==> src/rtl/vtimer_cmp.sv <==
module vtimer_cmp #(
  parameter int XLEN = 64,
  parameter int AW = 12,
  parameter logic [AW-1:0] S_ADDR = 12'h14D,
  parameter logic [AW-1:0] V_ADDR = 12'h24D,
  parameter logic [AW-1:0] D_ADDR = 12'h605,
  parameter logic [AW-1:0] HI_OFS = 12'h010
) (
  input  logic            clk,
  input  logic            rst_n,
  input  logic            csr_valid,
  input  logic            csr_we,
  input  logic [AW-1:0]   csr_addr,
  input  logic [XLEN-1:0] csr_wdata,
  output logic [XLEN-1:0] csr_rdata,
  output logic            csr_illegal,
  input  logic [63:0]     time_in,
  output logic            s_pend,
  output logic            vs_pend
);
  localparam int NREG = 3;
  localparam bit RV32 = (XLEN == 32);
  localparam logic [NREG-1:0][AW-1:0] LO = {D_ADDR, V_ADDR, S_ADDR};

  logic [63:0]     rv [NREG];
  logic [NREG-1:0] hit_lo, hit_hi;
  logic [63:0]     wd64, rd64, vsum;

  assign wd64 = 64'(csr_wdata);

  for (genvar i = 0; i < NREG; i++) begin : g_reg
    localparam logic [63:0] RST = (i == 1) ? '1 : '0;
    logic [63:0] q;
    assign hit_lo[i] = csr_valid && (csr_addr == LO[i]);
    assign hit_hi[i] = csr_valid && (csr_addr == LO[i] + HI_OFS);
    assign rv[i] = q;
    if (RV32) begin : g_split
      always_ff @(posedge clk) begin
        if (!rst_n) q <= RST;
        else if (csr_we) begin
          if (hit_lo[i]) q[31:0]  <= wd64[31:0];
          if (hit_hi[i]) q[63:32] <= wd64[31:0];
        end
      end
    end else begin : g_full
      always_ff @(posedge clk) begin
        if (!rst_n) q <= RST;
        else if (csr_we && hit_lo[i]) q <= wd64;
      end
    end
  end

  always_comb begin
    rd64 = '0;
    for (int i = 0; i < NREG; i++) begin
      if (hit_lo[i]) rd64 = rd64 | (RV32 ? {32'b0, rv[i][31:0]} : rv[i]);
      if (hit_hi[i] && RV32) rd64 = rd64 | {32'b0, rv[i][63:32]};
    end
  end

  assign csr_rdata   = rd64[XLEN-1:0];
  assign csr_illegal = !RV32 && (|hit_hi);
  assign vsum        = time_in + rv[2];

  always_ff @(posedge clk) begin
    if (!rst_n) begin
      s_pend  <= 1'b0;
      vs_pend <= 1'b0;
    end else begin
      s_pend  <= time_in >= rv[0];
      vs_pend <= vsum >= rv[1];
    end
  end
endmodule


==> config.mk <==
export PLATFORM = sky130hd
export DESIGN_NAME = vtimer_cmp
export DESIGN_NICKNAME = d
export VERILOG_FILES = /design/src/rtl/vtimer_cmp.sv
export SDC_FILE = /design/constraint.sdc
export NUM_CORES = 1
export LEC_CHECK = 0
export ABC_AREA = 1
export BUFFER_PORTS_ARGS = -buffer_cell sky130_fd_sc_hd__buf_4
export CAP_MARGIN = 20
export CORE_MARGIN = 2
export CORE_UTILIZATION = 45
export DETAILED_ROUTE_END_ITERATION = 6
export PLACE_DENSITY = 0.71
export SLEW_MARGIN = 5
export SYNTH_ARGS = -nofsm -noshare
export SYNTH_HDL_FRONTEND = slang
export SYNTH_SLANG_ARGS = --single-unit
==> constraint.sdc <==
create_clock -name clk -period 3.3 [get_ports clk]
set_clock_uncertainty 0.05 [all_clocks]
set_input_delay 0 -clock clk [delete_from_list [all_inputs] [get_ports clk]]
set_output_delay 0 -clock clk [all_outputs]
set_load 0.005 [all_outputs]
==> results of run 1 <==
cell usage in the layout (no fill, tap or decap), types with 63 or more instances in the layout:
| cell type | instances |
|---|---|
| dfxtp_1 | 184 |
| o221ai_1 | 64 |
| dlygate4sd3_1 | 64 |
| buf_4 | 278 |
| ha_1 | 136 |
| o211ai_1 | 63 |
| a21oi_1 | 228 |
| o21ai_1 | 69 |
| nor2_1 | 165 |
| o21ai_0 | 95 |
| nand2_1 | 735 |
| inv_1 | 440 |
stage by stage:
stage	worst slack (ns)	util, %	hold WS, ns	power [µW]
5_1_grt	-0.102	59.2	0.157	5530
3_3_place_gp	-0.220	52.2	0.173	3040
6_report	0.109	59.2	0.0865	5330
3_5_place_dp	-0.175	52.2	0.187	3060
4_1_cts	0.0000129	55.8	0.0688	5250
2_1_floorplan	0.376	-	0.0487	2750
power breakdown:
group / switching [µW] / internal [µW]
combinational: 449 / 371
clock: 1010 / 1160
sequential: 0.469 / 2340
total: 1460 / 3870
layout make-up:
| cell class | instances | area (µm²) | area share [%] |
|---|---|---|---|
| sequential | 194 | 3900 | 18.4 |
| clock inverter | 11 | 125 | 0.591 |
| inverter | 447 | 1680 | 7.94 |
| timing repair buffer | 348 | 2830 | 13.4 |
| clock buffer | 20 | 457 | 2.16 |
| multi-input combinational | 1913 | 11600 | 54.8 |
| tap | 461 | 577 | 2.73 |
layer usage:
metal	GRT usage, %	part of all wire, %	vias up
met3	3.51	5.0	53
met2	50.0	47	541
met5	0	0	-
met4	7.21	2.0	0
met1	40.5	46	8389
li1	-	-	9108
state kept, by name, summed over array words and instances, names as in the netlist:
signal and flops:
g.q 192, s_pend 1, vs_pend 1
cells by family (layout without fill, tap and decap cells):
family / count (synthesis) / in the layout
buffers and inverters: 532 / 826
adder cells (fa/ha/maj): 192 / 192
AO/OA/AOI/OAI: 568 / 568
AND/OR/NAND/NOR: 1119 / 1119
XOR/XNOR: 34 / 34
flip-flops: 194 / 194
worst min-delay path by stage:
stage | to | cells after the start | slack, ns | from
floorplan | csr_illegal | 2 | 0.05 | csr_valid
global placement | g_reg[1].q[0] | 3 | 0.17 | csr_wdata[0]
detailed placement | g_reg[1].q[0] | 3 | 0.19 | csr_wdata[0]
CTS | g_reg[1].q[0] | 9 | 0.07 | csr_addr[10]
global route | g_reg[1].q[0] | 9 | 0.16 | csr_addr[10]
finish | g_reg[1].q[0] | 9 | 0.09 | csr_addr[10]
repair_timing:
| item | 4_1_cts | 5_1_grt |
|---|---|---|
| endpoints found under the setup margin | 1 | 1 |
| endpoints found under the hold margin | 192 | 0 |
| buffers inserted | 0 | 11 |
| pin swaps | 1 | 31 |
| gates resized for setup | 12 | 242 |
| hold buffers | 64 | 0 |
critical path: stages (launching register included):
cell     delay, ns
dfxtp_1       0.34
ha_1          0.35
nand2_1       0.13
nor2_1        0.15
inv_1         0.10
nor2_1        0.17
nand4_1       0.10
nand2_1       0.23
nand2_1       0.17
nand2_1       0.10
nand2_1       0.05
nand2_1       0.09
ha_1          0.26
a21o_1        0.20
o21ai_0       0.18
nand2_1       0.07
nand2_1       0.07
nand2_1       0.08
a21oi_1       0.14
a21oi_1       0.07
==> impl_metrics.py, run 1 <==
metrics = {
    "worst_hold_path": {
        "hold_class": "in2reg",
    },
    "placed_design": {
        "port_buffers": 210,
        "placedCellCount": 3287,
        "place.gp.congestion": 0.976,
        "place_area_um2": 18700,
        "dpl.hpwl_um": 45400,
    },
    "logic_synthesis": {
        "synthTopCellsByCount": "nand2_1 (786), inv_1 (444), a21oi_1 (254)",
        "seq_area_frac_synth_pct": 23.6,
        "ys_warn_count": 0,
        "synthXorXnorAreaFrac_pct": 1.81,
        "synthAdderAreaFrac_pct": 14.7,
        "synth-simple-area-share_pct": 27.0,
        "synth.most_common_cell": "nand2_1",
        "synth_area_leaders": "dfxtp_1 (24%), nand2_1 (18%), ha_1 (15%)",
        "avgSynthCellArea_um2": 6.23,
        "muxShareOfSynthArea_pct": 0,
        "synth_compound_area_share_pct": 20.1,
        "yosys.area.top_type_share_pct": 23.6,
        "synth_largest_area_cell": "dfxtp_1",
        "synth_fp_nets": 2975,
        "synth_area_um2": 16400,
        "synth_top_family_by_area": "simple AND/OR/NAND/NOR gates",
        "synth-edff-count": 0,
        "synthArstFlopShare_pct": 0,
        "ys_ff_latch": 194,
        "synth_cell_types": 37,
        "ys_dominant_reg_cell": "dfxtp_1",
        "syn_inst": 2639,
    },
    "layout": {
        "stdcell_area_um2": 21200,
        "fillCellCount": 3365,
        "area_growth_pct": 28.8,
        "fin_cells": 3394,
        "antenna_cells": 0,
        "drive_gt1_share_pct": 18.1,
        "nNetsFinal": 3257,
    },
    "drt": {
        "antenna_left": 0,
        "initialDrtViolationCount": 1242,
        "wire_per_inst_um": 17.3,
        "route.detailed.drc": 0,
        "viasPerCell": 5.33,
        "totalWireLength_um": 58700,
        "first_pass_iters": 6,
        "vias": 18100,
    },
    "sta": {
        "tightest_slew_ns": 0.864,
        "period_share_pct": 96.7,
        "final-setup-viol-count": 0,
        "fin_crit_ns": 3.19,
        "finalHoldViolations": 0,
        "slew_headroom_pct": 42.4,
        "finalMaxSlewViolations": 0,
        "setup_tns_ns": 0,
        "rsz0062_at_grt": "true",
        "fmax_ghz": 0.313,
    },
    "critical_path": {
        "r2r_cells": 19,
        "worstPathMaxFanout": 4,
        "crit_path_end": "vs_pend",
        "r2r-start": "g_reg[2].q[16]",
        "crit_path_end_kind": "register",
        "required_ns": 3.62,
        "worstSetupStartpointType": "register",
        "crit_start": "g_reg[2].q[16]",
        "worstReg2RegEnd": "vs_pend",
        "cp.arrival_ns": 3.51,
        "rrSetupSlack_ns": 0.11,
        "critPathKind": "reg2reg",
    },
    "die": {
        "initial_core_util_pct": 46.0,
        "io_pins": 211,
        "core-area_um2": 35700,
        "die_y_um": 195,
        "die-area_um2": 38100,
        "fp-row-count": 69,
        "chipWidth_um": 195,
    },
    "cts": {
        "cts-buffers-inserted": 17,
        "cts_tree": "built",
        "clkTransAtPathRegs_ns": 0.07,
        "clock_sinks": 194,
        "ctsRootBufferMaster": "clkbuf_16",
        "clockBufferDepth": 2,
        "worstSkewPairLatency_ns": 0.48,
        "htreeDepth": 4,
    },
    "power_and_ir_drop": {
        "p_leak_uw": 0.0107,
        "irDropWorstVdd_mv": 0.384,
        "p_per_area_nw_per_um2": 252,
    },
    "grt": {
        "grt_first_pass_wirelength_um": 90000,
        "grt_pass1_vias": 16900,
        "overflow": 0,
        "grt_antenna_before_repair": 0,
        "grt_usage_pct": 29.7,
        "grt_max_degree": 194,
    },
    "job": {
        "max-cap-violations": 0,
    },
    "status": {
        "status": "completed",
    },
}
(Power assumes the default switching activity.)
==> inputs of run 2 (changes only) <==
--- a/config.mk
+++ b/config.mk
@@ -8,6 +8,7 @@
 export ABC_AREA = 1
 export BUFFER_PORTS_ARGS = -buffer_cell sky130_fd_sc_hd__buf_4
 export CAP_MARGIN = 20
+export CORE_ASPECT_RATIO = 0.7
 export CORE_MARGIN = 2
 export CORE_UTILIZATION = 45
 export DETAILED_ROUTE_END_ITERATION = 6
==> run 2 against run 1 <==
Power rose by 0.48%. Design area grew 1.9%. Highest routed layer unchanged. Clock power hardly changed. Global-route usage rose by 1.5 points. Sequential power barely moved. Count of clock-buffer cells in the layout shrank 1. Non-clock buffer count is 45 higher. Register-to-register slack worse by 0.06 ns. Worst hold slack improved by 0.025 ns.
==> impl_metrics.py, run 2 (same netlist as run 1, synthesis figures left out) <==
metrics = {
    "grt": {
        "grt_usage_pct": 31.2,
        "grt_pass1_vias": 17000,
        "overflow": 0,
        "grt_antenna_before_repair": 0,
        "grt_max_degree": 129,
        "grt_first_pass_wirelength_um": 92900,
    },
    "drt": {
        "initialDrtViolationCount": 1542,
        "vias": 18700,
        "route.detailed.drc": 0,
        "viasPerCell": 5.40,
        "totalWireLength_um": 61200,
        "antenna_left": 0,
        "wire_per_inst_um": 17.7,
        "first_pass_iters": 5,
    },
    "layout": {
        "area_growth_pct": 31.2,
        "antenna_cells": 0,
        "top_register": "g.q",
        "nNetsFinal": 3302,
        "final_common_cell": "nand2_1",
        "layout.cells.most_common_list": "nand2_1 (719), inv_1 (439), buf_4 (320)",
        "fillCellCount": 3416,
        "top_regs": "g.q (192), s_pend (1), vs_pend (1)",
        "drive_gt1_share_pct": 20.6,
        "final_util_pct": 60.0,
        "largest_register_ff_count": 192,
    },
    "sta": {
        "finalMaxSlewViolations": 0,
        "rsz0062_at_grt": "true",
        "fin_crit_ns": 3.25,
        "finalHoldViolations": 0,
        "period_share_pct": 98.6,
        "fmax_ghz": 0.307,
        "final-setup-viol-count": 0,
        "fin_ws_ns": 0.0460,
        "tightest_slew_ns": 0.882,
        "slew_headroom_pct": 41.2,
    },
    "status": {
        "status": "completed",
    },
    "critical_path": {
        "worstSetupStartpointType": "register",
        "critPathKind": "reg2reg",
        "r2r_cells": 21,
        "worstPathMaxFanout": 4,
        "crit_path_end_kind": "register",
        "required_ns": 3.61,
        "cp.arrival_ns": 3.57,
    },
    "cts": {
        "ctsRootBufferMaster": "clkbuf_16",
        "clockBufferDepth": 2,
        "worstSkewPairLatency_ns": 0.47,
        "clkTransAtPathRegs_ns": 0.08,
        "cts_tree": "built",
        "htreeDepth": 4,
        "clock_sinks": 194,
        "cts-buffers-inserted": 17,
    },
    "job": {
        "max-cap-violations": 0,
    },
    "worst_hold_path": {
        "hold_class": "in2reg",
        "hold_depth": 6,
    },
    "die": {
        "die-area_um2": 38100,
        "die_y_um": 164,
        "core-area_um2": 35900,
        "initial_core_util_pct": 45.7,
        "chipWidth_um": 232,
        "fp-row-count": 58,
        "io_pins": 211,
    },
    "placed_design": {
        "place_worst_setup_slack_ns": -0.311,
        "port_buffers": 210,
        "place.gp.congestion": 0.997,
        "dpl.hpwl_um": 47600,
    },
    "power_and_ir_drop": {
        "p_leak_uw": 0.0109,
        "p_per_area_nw_per_um2": 248,
        "irDropWorstVdd_mv": 0.292,
    },
}
[run 2: layout make-up]
type	count	area, µm²	share of cell area, %
tap	480	601	2.79
timing repair buffer	393	3180	14.7
clock buffer	19	433	2.01
inverter	447	1680	7.79
clock inverter	12	149	0.691
sequential	194	3900	18.1
multi-input combinational	1913	11600	53.9
[run 2: worst paths after layout]
path / start / end / slack [ns]
worst max-delay path: g_reg[2].q[0] / vs_pend / 0.05
worst min register to register: g_reg[0].q[44] / g_reg[0].q[44] / 0.44
worst min-delay path: time_in[32] / s_pend / 0.11
worst max register to register: g_reg[2].q[0] / vs_pend / 0.05
[run 2: report_power, final]
group | switching, µW | internal, µW
combinational | 464 | 371
clock | 1050 | 1130
sequential | 0.439 | 2340
total | 1510 | 3840
[run 2: metrics by stage]
stage	area, µm²	TNS (ns)	std cells	total power (µW)	hold WS, ns
6_report	21600	0	3458	5350	0.112
5_1_grt	21600	-0.110	3458	5540	0.166
4_1_cts	20500	0	3448	5290	0.0908
3_5_place_dp	19000	-0.311	3350	3070	0.183
3_3_place_gp	19000	-0.280	3350	3060	0.177
2_1_floorplan	16400	0	2639	2750	0.0487
[run 2: critical path: stages (launching register included)]
cell and delay, ns:
dfxtp_2 0.36, ha_4 0.14, inv_2 0.04, fa_2 0.37, inv_2 0.10, nand3_4 0.09, nand3_4 0.10, nand2_2 0.07
nand2_2 0.07, buf_4 0.11, nand3_1 0.07, nand2_2 0.14, xor2_1 0.32, ha_1 0.32, nand4_1 0.17, inv_1 0.07
nand2_1 0.08, a21oi_1 0.08, nor2_2 0.13, nand2_2 0.12, nand2_2 0.10, a21oi_2 0.05
[run 2: what timing repair did]
action / CTS / global route
gates resized for setup: 56 / 241
hold buffers: 66 / 0
pin swaps: 6 / 38
hold endpoints to repair: 192 / 0
endpoints found under the setup margin: 1 / 1
setup buffers: 1 / 10
[run 2: layer usage]
metal | vias to the layer above | global-route usage, % | wire [µm]
li1 | 9213 | - | -
met1 | 8677 | 47.4 | 30300
met2 | 747 | 45.1 | 24900
met3 | 50 | 5.57 | 5060
met4 | 0 | 7.31 | 960
met5 | - | 0 | 0
==> inputs of run 3 (changes only) <==
--- a/config.mk
+++ b/config.mk
@@ -5,7 +5,6 @@
 export SDC_FILE = /design/constraint.sdc
 export NUM_CORES = 1
 export LEC_CHECK = 0
-export ABC_AREA = 1
 export BUFFER_PORTS_ARGS = -buffer_cell sky130_fd_sc_hd__buf_4
 export CAP_MARGIN = 20
 export CORE_ASPECT_RATIO = 0.7
==> run 3 against run 2 <==
The run now ends with design-rule violations, negative setup slack left. Largest cell class unchanged. Design area decreased by 4.2%. Die area decreased by 9.8%. Final cell count decreased by 17%. Critical endpoint unchanged. Routed wire length decreased by 13%. Sequential power about the same. Sequential share of layout area increased by 0.74 points.
==> impl_metrics.py, run 3 <==
metrics = {
    "logic_synthesis": {
        "muxShareOfSynthArea_pct": 0,
        "synth.most_common_cell": "nand2_1",
        "syn_inst": 1919,
        "ys_warn_count": 0,
        "synth_fp_nets": 2255,
        "synth_area_um2": 14800,
        "synthArstFlopShare_pct": 0,
        "synth_area_leaders": "dfxtp_1 (26%), ha_1 (16%), nand2_1 (10%)",
        "ys_ff_latch": 194,
        "synth-edff-count": 0,
        "synth_cell_types": 64,
        "synth_largest_area_cell": "dfxtp_1",
        "synth_compound_area_share_pct": 29.1,
        "yosys.area.top_type_share_pct": 26.3,
        "synthXorXnorAreaFrac_pct": 3.67,
        "synth-simple-area-share_pct": 16.3,
        "synth_top_family_by_area": "compound AO/OA/AOI/OAI gates",
        "synthTopCellsByCount": "nand2_1 (393), inv_1 (209), dfxtp_1 (194)",
        "seq_area_frac_synth_pct": 26.3,
        "synthAdderAreaFrac_pct": 16.3,
        "ys_dominant_reg_cell": "dfxtp_1",
        "avgSynthCellArea_um2": 7.71,
    },
    "power_and_ir_drop": {
        "p_per_area_nw_per_um2": 254,
        "irDropWorstVdd_mv": 0.235,
        "comb_power_share_pct": 15.5,
        "switching_power_uw": 1360,
        "p_leak_uw": 0.0102,
        "sequentialPowerShare_pct": 44.6,
        "sw_frac_of_total_pct": 25.9,
        "clkPwrFrac_pct": 39.9,
        "intPower_uw": 3890,
    },
    "sta": {
        "rsz0062_at_grt": "true",
        "finalMaxSlewViolations": 0,
        "finalHoldViolations": 0,
        "fmax_ghz": 0.249,
        "tightest_slew_ns": 0.719,
        "final-setup-viol-count": 1,
        "fin_ws_ns": -0.711,
        "fin_crit_ns": 4.01,
        "slew_headroom_pct": 52.1,
        "period_share_pct": 122,
    },
    "grt": {
        "grt_usage_pct": 30.8,
        "grt_pass1_vias": 15600,
        "grt_max_degree": 94,
        "overflow": 0,
        "grt_first_pass_wirelength_um": 83400,
        "grt_antenna_before_repair": 0,
    },
    "placed_design": {
        "dpl.hpwl_um": 39900,
        "place.gp.congestion": 0.998,
        "place_area_um2": 18900,
        "port_buffers": 210,
    },
    "layout": {
        "top_register": "g.q",
        "largest_register_ff_count": 192,
        "final_common_cell": "buf_4",
        "nNetsFinal": 2780,
        "stdcell_area_um2": 20600,
        "final_util_pct": 63.8,
        "top_regs": "g.q (192), s_pend (1), vs_pend (1)",
        "layout.cells.most_common_list": "buf_4 (530), nand2_1 (390), inv_1 (208)",
        "antenna_cells": 0,
        "drive_gt1_share_pct": 25.9,
        "area_growth_pct": 39.6,
    },
    "worst_hold_path": {
        "hold_class": "in2reg",
        "hold_depth": 5,
    },
    "drt": {
        "initialDrtViolationCount": 2152,
        "viasPerCell": 5.68,
        "totalWireLength_um": 53400,
        "first_pass_iters": 7,
        "route.detailed.drc": 13,
        "wire_per_inst_um": 18.5,
        "antenna_left": 0,
        "vias": 16400,
    },
    "critical_path": {
        "crit_path_top_delay_cell": "or3_4",
        "path_cells": "ha_1 > o211ai_1 > a21oi_4 > o211a_1 > or3_4 > o31ai_4 > buf_6 > o21ai_2 > a31oi_2 > buf_4 > nand2_1 > xor2_1 > ha_1 > a21o_1 > a21oi_2 > o21ai_1 > a21oi_1 > o21ai_1 > o21ai_1 > o21ai_1",
        "r2r_cells": 20,
        "worstPathMaxFanout": 4,
        "worstSetupStartpointType": "register",
        "required_ns": 3.60,
        "cp.arrival_ns": 4.31,
        "crit_path_end_kind": "register",
        "cpPeakStageDelay_ns": 0.38,
        "cpMostUsedCell": "o21ai_1",
        "critPathKind": "reg2reg",
    },
    "cts": {
        "htreeDepth": 4,
        "worstSkewPairLatency_ns": 0.46,
        "clock_sinks": 194,
        "cts_tree": "built",
        "clkTransAtPathRegs_ns": 0.07,
        "cts-buffers-inserted": 17,
        "clockBufferDepth": 2,
        "ctsRootBufferMaster": "clkbuf_16",
    },
    "die": {
        "io_pins": 211,
        "fp-row-count": 55,
        "die-area_um2": 34400,
        "core-area_um2": 32300,
        "die_y_um": 156,
        "chipWidth_um": 221,
        "initial_core_util_pct": 45.7,
    },
    "job": {
        "max-cap-violations": 0,
    },
    "status": {
        "status": "complete, but fails checks",
        "violations": "design-rule violations, negative setup slack",
    },
}
[run 3: worst paths after layout]
path | to | slack (ns) | start
setup / recovery | vs_pend | -0.71 | g_reg[2].q[3]
hold / removal | g_reg[0].q[30] | 0.12 | csr_we
setup reg to reg | vs_pend | -0.71 | g_reg[2].q[3]
hold reg to reg | g_reg[0].q[25] | 0.43 | g_reg[0].q[25]
[run 3: what timing repair did]
item / CTS / global route
setup endpoints to repair: 1 / 2
cloned: 0 / 0
hold endpoints to repair: 192 / 0
gates resized for setup: 27 / 34
buffers inserted: 8 / 8
pin swaps: 28 / 30
hold buffers: 74 / 0
[run 3: cells by family after synthesis]
logic type      after synthesis
fa+ha+maj                   192
flops                       194
compound gates              593
xor+xnor                     62
simple gates                563
buf+inv                     315
[run 3: layer usage]
layer	wire length, µm	global-route usage [%]	share of wire [%]	vias up
met1	25400	46.7	48	7644
li1	-	-	-	7848
met4	732	7.05	1.4	0
met2	22100	45.2	41	817
met3	5200	4.83	9.7	54
met5	0	0	0	-
[run 3: area by class of cell]
cell class / instances / area, µm²
Tap cell: 427 / 534
Inverter: 209 / 785
Clock inverter: 11 / 114
Timing Repair Buffer: 612 / 4860
Multi-Input combinational cell: 1410 / 10000
Clock buffer: 20 / 447
Sequential cell: 194 / 3890
Fill cell: 2803 / 11700
[run 3: metrics by stage]
stage / worst slack (ns) / cells / total power [µW] / hold WS [ns] / TNS [ns]
global route: -0.958 / 2883 / 5420 / 0.123 / -0.958
finish: -0.711 / 2883 / 5250 / 0.116 / -0.711
detailed placement: -0.924 / 2762 / 3110 / 0.202 / -0.924
global placement: -0.801 / 2762 / 3090 / 0.193 / -0.801
CTS: -0.684 / 2875 / 5240 / 0.0869 / -0.684
floorplan: -0.434 / 1919 / 2710 / 0.0243 / -0.434
[run 3: worst max-delay path: cells and delay by family, from the launching register on]
family          cells  cell delay [ns]
compound gates     13             1.98
xor+xnor            1             0.15
fa+ha+maj           2             0.65
buf+inv             2             0.30
flops               1             0.32
simple gates        2             0.45
[run 3: power groups by stage]
stage	Sequential (µW)	Combinational (µW)	Clock (µW)
2_1_floorplan	2400	316	0
3_3_place_gp	2400	695	0
3_5_place_dp	2400	712	0
4_1_cts	2340	790	2110
5_1_grt	2340	882	2200
6_report	2340	816	2100
